### src/rtl/asg_pkg.sv
package asg_pkg;

    // Debug port strobes gathered into one command word
    typedef struct packed {
        logic capture;
        logic shift;
        logic update;
        logic stop_clear;
    } dbg_cmd_t;

    // Group that an assertion index belongs to
    function automatic int unsigned group_of(input int unsigned idx,
                                             input int unsigned gsize);
        return idx / gsize;
    endfunction

endpackage

### src/rtl/asg_group_gate.sv
module asg_group_gate
    import asg_pkg::*;
#(
    parameter int unsigned N_ASSERT   = 8,
    parameter int unsigned GROUP_SIZE = 2,
    parameter logic [N_ASSERT-1:0] ERR_MASK = 8'b0101_0011,
    localparam int unsigned N_GROUP = N_ASSERT / GROUP_SIZE
) (
    input  logic [N_GROUP-1:0]  grp_en,
    input  logic [N_ASSERT-1:0] fire,
    output logic [N_ASSERT-1:0] hits,
    output logic                err_any
);

    logic [N_ASSERT-1:0] err_hits;

    for (genvar i = 0; i < N_ASSERT; i++) begin : g_gate
        localparam int unsigned GRP = group_of(i, GROUP_SIZE);
        assign hits[i]     = fire[i] & grp_en[GRP];
        assign err_hits[i] = hits[i] & ERR_MASK[i];
    end

    assign err_any = |err_hits;

endmodule

### src/rtl/asg_sticky_status.sv
module asg_sticky_status #(
    parameter int unsigned N_ASSERT = 8
) (
    input  logic                clk,
    input  logic                rst,
    input  logic [N_ASSERT-1:0] hits,
    input  logic                capture,
    output logic [N_ASSERT-1:0] status
);

    always_ff @(posedge clk) begin
        if (rst) begin
            status <= '0;
        end else if (capture) begin
            // old bits leave with the capture; fresh hits stay for the next one
            status <= hits;
        end else begin
            status <= status | hits;
        end
    end

    p_sticky_hold_r6: assert property (@(posedge clk) disable iff (rst)
        !capture |=> (($past(status) & ~status) == '0));

endmodule

### src/rtl/asg_stop_ctrl.sv
module asg_stop_ctrl (
    input  logic clk,
    input  logic rst,
    input  logic err_any,
    input  logic clear,
    output logic stop_req
);

    always_ff @(posedge clk) begin
        if (rst)          stop_req <= 1'b0;
        else if (err_any) stop_req <= 1'b1;
        else if (clear)   stop_req <= 1'b0;
    end

    p_stop_hold_r5: assert property (@(posedge clk) disable iff (rst)
        (stop_req && !clear) |=> stop_req);

    p_stop_clear_r5: assert property (@(posedge clk) disable iff (rst)
        (clear && !err_any) |=> !stop_req);

endmodule

### src/rtl/asg_scan_chain.sv
module asg_scan_chain #(
    parameter int unsigned N_ASSERT = 8,
    parameter int unsigned N_GROUP  = 4
) (
    input  logic                clk,
    input  logic                rst,
    input  logic                capture,
    input  logic                shift,
    input  logic                update,
    input  logic                tdi,
    input  logic [N_ASSERT-1:0] status_in,
    output logic                tdo,
    output logic [N_GROUP-1:0]  grp_en
);

    logic [N_ASSERT-1:0] chain;

    always_ff @(posedge clk) begin
        if (rst) begin
            chain <= '0;
        end else if (capture) begin
            chain <= status_in;
        end else if (shift) begin
            chain <= {tdi, chain[N_ASSERT-1:1]};
        end
    end

    always_ff @(posedge clk) begin
        if (rst)         grp_en <= '0;
        else if (update) grp_en <= chain[N_GROUP-1:0];
    end

    assign tdo = chain[0];

    p_capture_load_r7: assert property (@(posedge clk) disable iff (rst)
        capture |=> (chain == $past(status_in)));

    p_shift_move_r8: assert property (@(posedge clk) disable iff (rst)
        (shift && !capture) |=> (chain[N_ASSERT-2:0] == $past(chain[N_ASSERT-1:1])));

    p_update_load_r9: assert property (@(posedge clk) disable iff (rst)
        update |=> (grp_en == $past(chain[N_GROUP-1:0])));

endmodule

### src/rtl/asg_collector.sv
module asg_collector
    import asg_pkg::*;
#(
    parameter int unsigned N_ASSERT   = 8,
    parameter int unsigned GROUP_SIZE = 2,
    parameter logic [N_ASSERT-1:0] ERR_MASK = 8'b0101_0011
) (
    input  logic                clk,
    input  logic                rst,
    input  logic [N_ASSERT-1:0] assert_fire,
    input  logic                dbg_capture,
    input  logic                dbg_shift,
    input  logic                dbg_update,
    input  logic                dbg_stop_clear,
    input  logic                dbg_tdi,
    output logic                dbg_tdo,
    output logic                stop_req
);

    localparam int unsigned N_GROUP = N_ASSERT / GROUP_SIZE;

    dbg_cmd_t            cmd;
    logic [N_GROUP-1:0]  grp_en;
    logic [N_ASSERT-1:0] hits;
    logic [N_ASSERT-1:0] status;
    logic                err_any;

    assign cmd = '{capture: dbg_capture, shift: dbg_shift,
                   update: dbg_update, stop_clear: dbg_stop_clear};

    asg_group_gate #(.N_ASSERT(N_ASSERT), .GROUP_SIZE(GROUP_SIZE), .ERR_MASK(ERR_MASK))
    u_gate (
        .grp_en (grp_en),
        .fire   (assert_fire),
        .hits   (hits),
        .err_any(err_any)
    );

    asg_sticky_status #(.N_ASSERT(N_ASSERT)) u_status (
        .clk    (clk),
        .rst    (rst),
        .hits   (hits),
        .capture(cmd.capture),
        .status (status)
    );

    asg_stop_ctrl u_stop (
        .clk     (clk),
        .rst     (rst),
        .err_any (err_any),
        .clear   (cmd.stop_clear),
        .stop_req(stop_req)
    );

    asg_scan_chain #(.N_ASSERT(N_ASSERT), .N_GROUP(N_GROUP)) u_chain (
        .clk      (clk),
        .rst      (rst),
        .capture  (cmd.capture),
        .shift    (cmd.shift),
        .update   (cmd.update),
        .tdi      (dbg_tdi),
        .status_in(status),
        .tdo      (dbg_tdo),
        .grp_en   (grp_en)
    );

    // Per-assertion enable, expanded from the group register for checking
    logic [N_ASSERT-1:0] en_exp;
    for (genvar i = 0; i < N_ASSERT; i++) begin : g_exp
        assign en_exp[i] = grp_en[group_of(i, GROUP_SIZE)];
    end

    p_disabled_group_r2: assert property (@(posedge clk) disable iff (rst)
        1'b1 |=> ((status & ~$past(status) & ~$past(en_exp)) == '0));

    p_warn_no_stop_r4: assert property (@(posedge clk) disable iff (rst)
        $rose(stop_req) |-> $past((assert_fire & en_exp & ERR_MASK) != '0));

endmodule

### config.mk
export PLATFORM = sky130hd
export DESIGN_NAME = asg_collector
export DESIGN_NICKNAME = d
export VERILOG_FILES = /design/src/rtl/asg_pkg.sv /design/src/rtl/asg_group_gate.sv /design/src/rtl/asg_sticky_status.sv /design/src/rtl/asg_stop_ctrl.sv /design/src/rtl/asg_scan_chain.sv /design/src/rtl/asg_collector.sv
export SDC_FILE = /design/constraint.sdc
export NUM_CORES = 1
export LEC_CHECK = 0
export CORE_MARGIN = 10
export CORE_UTILIZATION = 52
export CTS_CLUSTER_SIZE = 20
export DETAILED_ROUTE_END_ITERATION = 16
export GPL_ROUTABILITY_DRIVEN = 0
export PLACE_DENSITY_LB_ADDON = 0.3
export SKIP_LAST_GASP = 1
export SLEW_MARGIN = 20
export SYNTH_ARGS = -nofsm -noshare
export SYNTH_HDL_FRONTEND = slang
export SYNTH_SLANG_ARGS = --single-unit
### constraint.sdc
create_clock -name clk -period 2.7 [get_ports clk]
set_clock_uncertainty 0.1 [all_clocks]
set_input_delay 0.54 -clock clk [delete_from_list [all_inputs] [get_ports clk]]
set_output_delay 0.54 -clock clk [all_outputs]
set_load 0.005 [all_outputs]
==> impl_metrics.tcl <==
set metrics [dict create \
    crit_chain "clkdlybuf4s50_1" \
    clock_latency_ps 300 \
    antenna_found_initial 0 \
    pin_count 17 \
    clockRootBuffer "clkbuf_4" \
    leakage_nw 0.395 \
    dieArea_um2 3700 \
    cp.buffers_inverters 1 \
    synth_area_per_cell_um2 10.1 \
    clkTransAtPathRegs_ps 120 \
    cts_setup_buffers 0 \
    p_comb_share_pct 12.0 \
    cts_buffers 3 \
    vias 605 \
    finalSetupViolCount 0 \
    area_growth_pct 20.7 \
    die_w_um 60.8 \
    cp_slowest_cell "clkdlybuf4s50_1" \
    dp_cells 113 \
    syn_nets 101 \
    relSlewSlack_pct 50.7 \
    ys_seq_area_share_pct 48.6 \
    hold_class "reg2reg" \
    irDropWorstVdd_mv 0.391 \
    finalHoldViolations 0 \
    crit_required_ps 2060 \
    drv_cap 0 \
    rows 14 \
    clock_path_buffers 2 \
    hpwl_um 1270 \
    most-common-layout-cells "21 x dfxtp_1, 16 x clkdlybuf4s50_1, 12 x mux2i_1" \
    fin_cells 117 \
    tightest_slew_ps 737 \
    cts_sinks 21 \
    h-tree-depth 1 \
    period_minus_slack_ps 1860 \
    cts_tree "done" \
    end_kind "primary output" \
    ant_nets 0 \
    start_kind "flop" \
    track_usage_pct 9.64 \
    synth-warning-count 0 \
    fmax_mhz 539 \
    netlist_instances 86 \
    core-area_um2 1540 \
    drcViolationCount 0 \
    synth_cell_types 17 \
    die-height_um 60.8 \
    grt_pass1_wl_um 2730 \
    switchingPower_mw 0.124 \
    crit_family "buffers and inverters" \
    slowest_delay_ps 530 \
    drtIter0Drc 8 \
    start_util_pct 56.2 \
    p_seq_share_pct 60.9 \
    grt-ovfl-total 0 \
    holdBufCountCts 0 \
    wire_per_inst_um 13.9 \
    final_common_cell "dfxtp_1" \
    p_sw_share_pct 23.1 \
    p_per_area_nw_per_um2 516 \
    cp_max_fo 3 \
    synth.ff_latch_count 21 \
    grt_max_degree 22 \
    wirelength_um 1630 \
    rsz0062_at_grt "no" \
    holdWs_ps 376 \
    clkPwrFrac_pct 27.1 \
    fin_setup_tns_ps 0 \
    post-route-period-util_pct 68.8 \
    vias_per_cell 5.17 \
    dr.pass1.iters 5 \
    status "complete, no violations" \
    drive_gt1_share_pct 8.91 \
    synth_area_um2 866 \
    post_cts_resized 0 \
    p_int_mw 0.415 \
    crit_arrival_ps 1220 \
    final_util_pct 67.8 \
    slew_viol_final 0 \
    io_buffers 16 \
    critPathKind "reg2out" \
    finalNetCount 117 \
    n_antenna_cell 0 \
    first_global_vias 635 \
]
[cells by family (layout without fill, tap and decap cells)]
kind of cell | count (synthesis) | count (layout) | share of synthesized area (%)
buffers and inverters | 6 | 21 | 3.76
DFF | 21 | 21 | 48.6
and+or+nand+nor | 29 | 29 | 19.2
AOI/OAI and AO/OA | 18 | 18 | 14.6
muxes | 12 | 12 | 13.9
[layout make-up]
cell class                      instances  area (um2)
Tap cell                               16        20.0
Timing Repair Buffer                   16         160
Clock inverter                          1        5.00
Multi-Input combinational cell         59         413
Sequential cell                        21         420
Inverter                                1        3.75
Clock buffer                            3        22.5
Fill cell                             135         497
[cells in the mapped netlist]
cell type | instances | share of area (%)
clkbuf_1 | 2 | 0.87
a21oi_1 | 8 | 4.6
a31oi_1 | 1 | 0.72
a211oi_1 | 6 | 5.2
nor2b_1 | 6 | 4.3
dfxtp_1 | 21 | 49
nor2_1 | 4 | 1.7
clkbuf_2 | 1 | 0.58
a211oi_2 | 2 | 2.9
inv_2 | 1 | 0.43
a222oi_1 | 1 | 1.2
buf_6 | 1 | 1.3
mux2i_1 | 12 | 14
nand2_1 | 8 | 3.5
buf_2 | 1 | 0.58
nor2b_4 | 2 | 3.2
nand2b_1 | 9 | 6.5
[stage by stage]
step	instance area [um2]	total power, mW	worst slack [ps]
3_3_place_gp	1020	0.399	832
3_5_place_dp	1020	0.400	760
5_1_grt	1040	0.558	809
2_1_floorplan	866	0.371	1520
4_1_cts	1040	0.544	833
6_report	1040	0.539	844
[worst min-delay path, cell delays in order, from the launching register on]
cell,delay (ps)
dfxtp_1,340
nand2_1,60
a21oi_1,50
[power by group through the flow]
stage	sequential, mW	clock, mW	combinational, mW
5_1_grt	0.330	0.158	0.0705
3_5_place_dp	0.335	0	0.0648
6_report	0.328	0.146	0.0647
3_3_place_gp	0.335	0	0.0640
4_1_cts	0.328	0.151	0.0652
2_1_floorplan	0.333	0	0.0377
[routing by layer]
layer	up-vias	wire [um]	GRT usage, %
met5	-	0	0
met4	0	20	3.76
met3	4	48	2.71
met2	11	764	16.3
met1	262	795	11.2
li1	328	-	-
[path summary, 6_finish.rpt]
| check | slack [ps] | endpoint | cells after the start | startpoint |
|---|---|---|---|---|
| worst max register to register | 1640 | u_stop.stop_req | 2 | u_chain.grp_en[3] |
| worst max-delay path | 840 | dbg_tdo | 1 | u_chain.chain[0] |
| worst min-delay path | 380 | u_status.status[3] | 2 | u_chain.grp_en[1] |
| worst min register to register | 380 | u_status.status[3] | 2 | u_chain.grp_en[1] |
[sequential cells by signal (all words and copies together) (netlist names)]
register         count
u_chain.chain        8
u_status.status      8
u_chain.grp_en       4
u_stop.stop_req      1
Power figures use the tool's default switching activity.
